==> src/rtl/shrot_pkg.sv <==
package shrot_pkg;

    typedef enum logic [1:0] {
        FILL_CARRY = 2'd0,
        FILL_ROT   = 2'd1,
        FILL_ZERO  = 2'd2,
        FILL_EDGE  = 2'd3
    } fill_src_e;

endpackage

==> src/rtl/shrot_fill_sel.sv <==
module shrot_fill_sel
    import shrot_pkg::*;
(
    input  fill_src_e sel,
    input  logic      carry_bit,
    input  logic      rot_bit,
    input  logic      edge_bit,
    output logic      fill_bit
);

    always_comb begin
        unique case (sel)
            FILL_CARRY: fill_bit = carry_bit;
            FILL_ROT:   fill_bit = rot_bit;
            FILL_ZERO:  fill_bit = 1'b0;
            FILL_EDGE:  fill_bit = edge_bit;
            default:    fill_bit = 1'b0;
        endcase
    end

endmodule

==> src/rtl/shrot_lane.sv <==
module shrot_lane
    import shrot_pkg::*;
#(
    parameter int W       = 8,
    parameter bit IS_LEFT = 1'b0
) (
    input  logic [W-1:0] w_val,
    input  logic         carry_bit,
    input  fill_src_e    sel,
    output logic [W-1:0] img,
    output logic         out_bit
);

    localparam int MSB = W - 1;

    logic fill_bit;
    logic rot_src;
    logic edge_src;

    generate
        if (IS_LEFT) begin : g_left
            assign rot_src  = w_val[MSB];
            assign edge_src = 1'b1;
            assign img      = {w_val[MSB-1:0], fill_bit};
            assign out_bit  = w_val[MSB];
        end else begin : g_right
            assign rot_src  = w_val[0];
            assign edge_src = w_val[MSB];
            assign img      = {fill_bit, w_val[MSB:1]};
            assign out_bit  = w_val[0];
        end
    endgenerate

    shrot_fill_sel u_fill (
        .sel       (sel),
        .carry_bit (carry_bit),
        .rot_bit   (rot_src),
        .edge_bit  (edge_src),
        .fill_bit  (fill_bit)
    );

endmodule

==> src/rtl/shrot_gate.sv <==
module shrot_gate #(
    parameter int W = 8
) (
    input  logic         oe_n,
    input  logic [W-1:0] img,
    output logic [W-1:0] bus
);

    always_comb begin
        bus = oe_n ? '0 : img;
    end

endmodule

==> src/rtl/shrot_unit.sv <==
module shrot_unit
    import shrot_pkg::*;
#(
    parameter int W = 8
) (
    input  logic [W-1:0] w_in,
    input  logic         carry_in,
    input  logic [1:0]   fill_sel,
    input  logic         left_oe_n,
    input  logic         right_oe_n,
    output logic [W-1:0] left_bus,
    output logic [W-1:0] right_bus,
    output logic         left_out_bit,
    output logic         right_out_bit
);

    localparam int LANES = 2;
    localparam int MSB   = W - 1;

    fill_src_e   sel;
    logic [W-1:0] img  [LANES];
    logic [W-1:0] bus  [LANES];
    logic         obit [LANES];
    logic         oe_n [LANES];

    assign sel     = fill_src_e'(fill_sel);
    assign oe_n[0] = right_oe_n;
    assign oe_n[1] = left_oe_n;

    for (genvar d = 0; d < LANES; d++) begin : g_lane
        shrot_lane #(
            .W       (W),
            .IS_LEFT (d == 1)
        ) u_lane (
            .w_val     (w_in),
            .carry_bit (carry_in),
            .sel       (sel),
            .img       (img[d]),
            .out_bit   (obit[d])
        );

        shrot_gate #(
            .W (W)
        ) u_gate (
            .oe_n (oe_n[d]),
            .img  (img[d]),
            .bus  (bus[d])
        );
    end

    assign right_bus     = bus[0];
    assign left_bus      = bus[1];
    assign right_out_bit = obit[0];
    assign left_out_bit  = obit[1];

    always_comb begin
        AST_RIGHT_BODY: assert (img[0][MSB-1:0] == w_in[MSB:1])
            else $error("right image body mismatch");
        AST_LEFT_BODY: assert (img[1][MSB:1] == w_in[MSB-1:0])
            else $error("left image body mismatch");
        AST_ROT_KEEPS_ONES: assert (sel != FILL_ROT || $countones(img[1]) == $countones(w_in))
            else $error("left rotate changed the ones count");
        AST_RIGHT_ROT_KEEPS_ONES: assert (sel != FILL_ROT || $countones(img[0]) == $countones(w_in))
            else $error("right rotate changed the ones count");
        AST_ONE_ENABLE: assert (left_oe_n || right_oe_n)
            else $error("both bus enables active");
        AST_LEFT_QUIET: assert (!left_oe_n || left_bus == '0)
            else $error("left bus driven while disabled");
        AST_RIGHT_QUIET: assert (!right_oe_n || right_bus == '0)
            else $error("right bus driven while disabled");
        AST_SIGN_KEPT: assert (sel != FILL_EDGE || img[0][MSB] == w_in[MSB])
            else $error("arithmetic right lost the sign");
    end

endmodule

==> config.mk <==
export PLATFORM = sky130hd
export DESIGN_NAME = shrot_unit
export DESIGN_NICKNAME = d
export VERILOG_FILES = /design/src/rtl/shrot_pkg.sv /design/src/rtl/shrot_fill_sel.sv /design/src/rtl/shrot_lane.sv /design/src/rtl/shrot_gate.sv /design/src/rtl/shrot_unit.sv
export SDC_FILE = /design/constraint.sdc
export NUM_CORES = 1
export LEC_CHECK = 0
export BUFFER_PORTS_ARGS = -buffer_cell sky130_fd_sc_hd__buf_4
export CORE_AREA = 2 2 39 41
export DETAILED_ROUTE_END_ITERATION = 16
export DIE_AREA = 0 0 41 43
export GPL_ROUTABILITY_DRIVEN = 0
export GPL_TIMING_DRIVEN = 1
export MAX_ROUTING_LAYER = met4
export PLACE_DENSITY_LB_ADDON = 0.08
export RECOVER_POWER = 25
export SYNTH_ARGS = -nofsm -noshare
export SYNTH_HDL_FRONTEND = slang
export SYNTH_HIERARCHICAL = 1
export SYNTH_SLANG_ARGS = --single-unit
==> constraint.sdc <==
create_clock -name vclk -period 0.9
set_input_delay 0.045 -clock vclk [all_inputs]
set_output_delay 0.045 -clock vclk [all_outputs]
set_load 0.02 [all_outputs]
## Word level (Yosys, flattened, before mapping)

Cells that the tools add are included.

- Output and inout bits: 18
- Register bits: 0

- Reduce and logical (&&, ||, !) cells: 1
- Equal/unequal tests: 3
- Mux-type cells: 4

Operators with widths:

| cell | count |
|---|---|
| 2-to-1 mux 8 bit | 2 |
| case mux 1 bit (4 select lines) | 2 |
| == test 2 bit, second input constant | 2 |
| == test 2 x 1 -> 1 bit, second input constant | 1 |
| zero test 2 bit | 1 |

## Depth between registers and ports, before layout

Gate-level depths: netlist of the first run.

- Depth in word-level cells: 3
- Gate-level depth with buffers: 4

## Hierarchy

Netlist of the first run, hierarchy kept.

Modules (own cells, without submodules):

| module | cells each | instances | area an instance (um^2) |
|---|---|---|---|
| shrot_gate | 8 | 2 | 50.0 |
| shrot_lane at g_lane[1].u_lane | 10 | 1 | 71.3 |
| shrot_lane at g_lane[0].u_lane | 9 | 1 | 67.6 |
| shrot_fill_sel | 3 | 2 | 23.8 |

## Worst setup path after synthesis of the first run

Ideal clock, no wire load.

- Path kind: input port to output port
- From: in fill_sel[1]
- To: out right_bus[7]
- Path slack: 0.004 ns
- Data arrival time: 0.851 ns
- Stages: 4
- Required time: 0.855 ns
- Cells stage by stage: mux2_1 -> a22o_1 -> buf_4 -> nor2b_1

- Longest elaborated chain between the ends: 3
- Elaborated cells between the ends (all ways): 6

RTL lines:

| what | RTL line | text |
|---|---|---|
| start, declared | shrot_unit.sv:8 | `input logic [1:0] fill_sel,` |
| == test 2 bit, or another cell as far along | shrot_fill_sel.sv:12 | `unique case (sel)` |
| case mux 1 bit (4 select lines) * | shrot_fill_sel.sv:12 |  |
| named net g_lane[0].u_lane.fill_bit | shrot_lane.sv:16 | `logic fill_bit;` |
| 2-to-1 mux 8 bit * | shrot_gate.sv:10 | `bus = oe_n ? '0 : img;` |
| end, declared | shrot_unit.sv:12 | `output logic [W-1:0] right_bus,` |

The timed path passes the listed nets; every way through them passes the cells marked *.

==> flow_metrics.py, run 1 <==
metrics = {
    "run_status": {
        "status": "finished with violations",
        "violations": "negative setup slack",
    },
    "worst_setup_path": {
        "critPathSlowestCell": "mux2_4",
        "critPathMaxStageDelay_ns": 0.28,
        "required_ns": 0.85,
        "critPathCaptureType": "primary output",
        "arrival_ns": 0.90,
        "critPathKind": "input port to primary output",
        "path_cells": "buf_8, mux2_4, a22o_1, nor2b_4, buf_6",
        "crit_fanout": 3,
        "startpoint_type": "input port",
    },
    "power": {
        "power_w": 0.0002440,
        "intPower_w": 0.0001321,
        "ir_drop_mv": 0.1467,
        "power_switching_w": 0.0001119,
        "clkPwrFrac": 0,
        "seqPwrFrac": 0,
        "leakage_nw": 0.2265,
        "power_density_nw_per_um2": 557.3,
        "p_comb_frac": 1.000,
        "switching_share": 0.4586,
    },
    "routing": {
        "wirelength_um": 615,
        "drt_iter0_markers": 5,
        "drc_errors": 0,
        "drt_pass1_iterations": 4,
        "num_vias": 278,
        "vias_per_cell": 3.808,
        "routedWlPerCell_um": 8.425,
        "ant_nets": 0,
    },
    "layout": {
        "seq_area_um2": 0,
        "seq_cells": 0,
        "layout-drive-gt1-share": 0.5789,
        "syn2layout_area_growth_pct": 52.84,
        "final_util": 0.3165,
        "fin_nets": 72,
        "clockBufferCount": 0,
        "diodes": 0,
        "fillCellCount": 154,
    },
    "timing": {
        "layout_setup_ws_ns": -0.04857,
        "setup_viol": 2,
        "fmax_ghz": 1.054,
        "rsz0062_at_grt": "yes",
        "fin_crit_sh": 1.054,
        "hold_viol_final": 0,
        "finalCriticalPeriod_ns": 0.9486,
        "slew_violations": 0,
    },
    "placement": {
        "dp_hpwl_um": 504.7,
        "portBuffers": 31,
    },
    "run": {
        "maxCapViolations": 0,
    },
    "global_route": {
        "grt_start_max_net_pins": 9,
        "antenna_found_initial": 0,
        "grt-ovfl-total": 0,
        "grt_pass1_wl_um": 772,
        "track_usage": 0.06039,
        "grt_pass1_vias": 183,
    },
    "synth": {
        "synth_warnings": 6,
        "synthTopCellsByArea": "buf_4 (47%), nor2b_1 (35%), mux2_1 (7.9%), a22o_1 (6.1%), nor2_1 (2.6%)",
        "mappedNetlistArea_um2": 286.5,
        "synth_top_area_share": 0.4716,
        "syn-num-nets": 54,
        "ys_types": 6,
        "syn-instance-count": 41,
        "synth_top_area_cell": "buf_4",
        "ys_seq_area_frac": 0,
        "synth.avg_cell_area_um2": 6.988,
    },
    "floorplanning": {
        "io-pin-count": 31,
        "core_area_um2": 1384,
        "rows": 14,
        "die_h_um": 43,
        "fp.dieArea_um2": 1763,
        "fp.dieW_um": 41,
        "initial_core_util": 0.2071,
    },
    "hold_path": {
        "hold_start": "right_oe_n",
        "hold_end": "right_bus[7]",
        "hold_class": "input port to primary output",
        "min_path_cells": 3,
    },
    "clock_network": {
        "cts_setup_buffers": 0,
    },
}
cell usage in the layout (no fill, tap or decap):
cell type | synthesis | layout
conb_1 | 1 | 1
buf_4 | 18 | 28
nor2b_4 | 0 | 1
mux2_4 | 0 | 2
nor2b_1 | 16 | 15
a22o_1 | 2 | 2
clkbuf_1 | 0 | 4
buf_8 | 0 | 1
nor2_1 | 2 | 2
buf_6 | 0 | 1
cell usage after synthesis:
cell type,n
buf_4,18
nor2b_1,16
a22o_1,2
mux2_1,2
nor2_1,2
conb_1,1
metrics by stage:
step           cells  hold slack (ns)  setup TNS (ns)  instance area (µm²)  setup WS [ns]
2_1_floorplan     41           0.1681               0                286.5       0.004108
3_3_place_gp      73           0.3944         -0.2085                426.7        -0.1139
3_5_place_dp      73           0.3922         -0.2185                426.7        -0.1129
4_1_cts           73           0.3954        -0.09878                441.7       -0.04977
5_1_grt           73           0.4234         -0.1426                437.9       -0.07889
6_report          73           0.4079        -0.09302                437.9       -0.04857
power by group through the flow:
| stage | Clock [W] | Combinational, W | Sequential, W |
|---|---|---|---|
| after global placement | 0 | 0.000239 | 0 |
| after floorplan | 0 | 0.000158 | 0 |
| after CTS | 0 | 0.000248 | 0 |
| after global routing | 0 | 0.000263 | 0 |
| final | 0 | 0.000244 | 0 |
| after detailed placement | 0 | 0.000237 | 0 |
per-layer routing:
metal  vias up  wire (µm)  GRT usage
li1        143          -          -
met1       116        235    0.07278
met2        19        310     0.1125
met3         0         70          0
met4         0          0          0
met5         -          0          -
worst max-delay path by stage:
stage,startpoint,to,depth (start not counted)
final,fill_sel[1],right_bus[7],5
after detailed placement,fill_sel[1],left_bus[0],5
after floorplan,fill_sel[1],right_bus[7],4
after global placement,fill_sel[1],left_bus[0],5
after CTS,fill_sel[1],left_bus[0],5
after global routing,fill_sel[1],left_bus[0],5
final cells by class:
class,count,area (µm²),area share
multi-input cells,23,166.4,0.3800
well taps,16,20.02,0.04571
repair buffers,34,251.5,0.5743
critical path, delay by kind of cell:
kind	cells	cell delay, ns
mux	1	0.28
compound gates	1	0.23
buf+inv	2	0.22
simple gates	1	0.12
repair_timing:
| action | in CTS | in global routing |
|---|---|---|
| gates resized for setup | 4 | 2 |
| hold buffers | 0 | 0 |
| endpoints found under the setup margin | 2 | 2 |
| pin swaps | 2 | 1 |
kinds of logic (layout without fill, tap and decap cells):
kind of cell	after synthesis	count (layout)	share of synthesized area
and+or+nand+nor	18	18	0.3756
AOI/OAI and AO/OA	2	2	0.06115
muxes	2	2	0.07860
other	1	1	0.01309
buffers and inverters	18	34	0.4716
Note: power is estimated with default switching activity, not from simulation.
==> run 2: changes to the inputs <==
--- a/config.mk
+++ b/config.mk
@@ -12,7 +12,7 @@
 export GPL_ROUTABILITY_DRIVEN = 0
 export GPL_TIMING_DRIVEN = 1
 export MAX_ROUTING_LAYER = met4
-export PLACE_DENSITY_LB_ADDON = 0.08
+export PLACE_DENSITY = 0.6
 export RECOVER_POWER = 25
 export SYNTH_ARGS = -nofsm -noshare
 export SYNTH_HDL_FRONTEND = slang
==> run 2 against run 1 <==
Effect of this change:
- the flow still finishes with violations (negative setup slack)
- highest routed layer unchanged
- largest power group unchanged
- cell area did not move
- flip-flop and latch count did not move
- setup slack got worse by 0.013 ns
- utilization did not move
==> flow_metrics.py, run 2 (synthesis results as in run 1) <==
metrics = {
    "run_status": {
        "status": "finished with violations",
        "violations": "negative setup slack",
    },
    "worst_setup_path": {
        "critPathKind": "input port to primary output",
        "critPathCaptureType": "primary output",
        "cpLargestDelayFamily": "multiplexers",
        "critPathSlowestCell": "mux2_4",
        "startpoint_type": "input port",
        "path_depth": 5,
        "path_buf_inv": 2,
        "path_cells": "buf_8, mux2_4, a22o_1, nor2b_1, buf_4",
        "critPathMaxStageDelay_ns": 0.29,
        "required_ns": 0.85,
        "arrival_ns": 0.92,
        "crit_fanout": 3,
    },
    "power": {
        "ir_drop_mv": 0.1695,
        "clkPwrFrac": 0,
        "intPower_w": 0.0001322,
        "switching_share": 0.4630,
        "seqPwrFrac": 0,
        "leakage_nw": 0.2265,
        "power_density_nw_per_um2": 562.2,
        "p_comb_frac": 1.000,
        "power_switching_w": 0.0001140,
    },
    "global_route": {
        "grt-ovfl-total": 0,
        "grt_start_max_net_pins": 9,
        "grt_pass1_vias": 247,
        "grt_pass1_wl_um": 972,
        "antenna_found_initial": 0,
        "track_usage": 0.07677,
    },
    "layout": {
        "fin_nets": 72,
        "final_cell_mix": "buf_4 (28), nor2b_1 (15), clkbuf_1 (4)",
        "layout-drive-gt1-share": 0.5789,
        "final_util": 0.3165,
        "seq_cells": 0,
        "diodes": 0,
        "fillCellCount": 160,
        "seq_area_um2": 0,
        "final_common_cell": "buf_4",
        "final_area_um2": 437.9,
        "syn2layout_area_growth_pct": 52.84,
        "clockBufferCount": 0,
    },
    "routing": {
        "ant_nets": 0,
        "num_vias": 277,
        "wirelength_um": 667,
        "vias_per_cell": 3.795,
        "drt_iter0_markers": 0,
        "drt_pass1_iterations": 1,
        "drc_errors": 0,
        "routedWlPerCell_um": 9.137,
    },
    "timing": {
        "hold_ws_ns": 0.4137,
        "slew_violations": 0,
        "fmax_ghz": 1.040,
        "rsz0062_at_grt": "yes",
        "layout_setup_ws_ns": -0.06111,
        "finalCriticalPeriod_ns": 0.9611,
        "setup_viol": 2,
        "fin_crit_sh": 1.068,
        "hold_viol_final": 0,
    },
    "run": {
        "maxCapViolations": 0,
    },
    "placement": {
        "portBuffers": 31,
        "place_area_um2": 426.7,
    },
    "clock_network": {
        "postCtsHoldBufs": 0,
        "cts_setup_buffers": 0,
    },
    "hold_path": {
        "hold_end": "left_bus[0]",
        "hold_start": "left_oe_n",
        "min_path_cells": 3,
        "hold_class": "input port to primary output",
    },
    "floorplanning": {
        "die_h_um": 43,
        "fp.dieArea_um2": 1763,
        "fp.dieW_um": 41,
        "initial_core_util": 0.2071,
        "io-pin-count": 31,
        "core_area_um2": 1384,
        "rows": 14,
    },
}
==> run 2: cell counts in the layout (fill, tap and decap cells not counted) <==
No cell type changed its count.
==> run 2: power groups by stage <==
stage | clock (W) | sequential [W] | combinational (W)
after floorplan | 0 | 0 | 0.000158
after global placement | 0 | 0 | 0.000237
after detailed placement | 0 | 0 | 0.000239
after CTS | 0 | 0 | 0.000250
after global routing | 0 | 0 | 0.000266
final | 0 | 0 | 0.000246
==> run 2: per-stage QoR <==
| stage | total power (W) | std cells | setup TNS, ns | setup WS [ns] |
|---|---|---|---|---|
| detailed placement | 0.0002393 | 73 | -0.2521 | -0.1360 |
| floorplan | 0.0001580 | 41 | 0 | 0.004108 |
| global placement | 0.0002368 | 73 | -0.2071 | -0.1104 |
| CTS | 0.0002500 | 73 | -0.1150 | -0.06633 |
| global route | 0.0002663 | 73 | -0.1693 | -0.1005 |
| finish | 0.0002462 | 73 | -0.1154 | -0.06111 |
==> run 2: cell type report <==
type,count,area [µm²],area share
Timing Repair Buffer,34,251.5,0.5743
Tap cell,16,20.02,0.04571
Multi-Input combinational cell,23,166.4,0.3800
==> run 2: metal layers <==
layer / vias to the layer above / share of wire / wire length (µm) / GRT usage
li1: 141 / - / - / -
met4: 0 / 0 / 0 / 0
met5: - / 0 / 0 / -
met3: 0 / 0.11 / 74 / 0
met1: 116 / 0.38 / 256 / 0.09177
met2: 20 / 0.51 / 337 / 0.1438
==> run 2: timing repair <==
item                                    in CTS  in global routing
resized for setup                            4                  3
pin swaps                                    2                  1
endpoints found under the setup margin       2                  2
==> run 2: worst max-delay path by stage <==
stage / startpoint / end / slack (ns)
5_1_grt: fill_sel[1] / right_bus[7] / -0.10
3_3_place_gp: fill_sel[1] / left_bus[0] / -0.11
2_1_floorplan: fill_sel[1] / right_bus[7] / 0.004
3_5_place_dp: fill_sel[1] / right_bus[7] / -0.14
6_report: fill_sel[1] / right_bus[7] / -0.06
4_1_cts: fill_sel[1] / right_bus[7] / -0.07
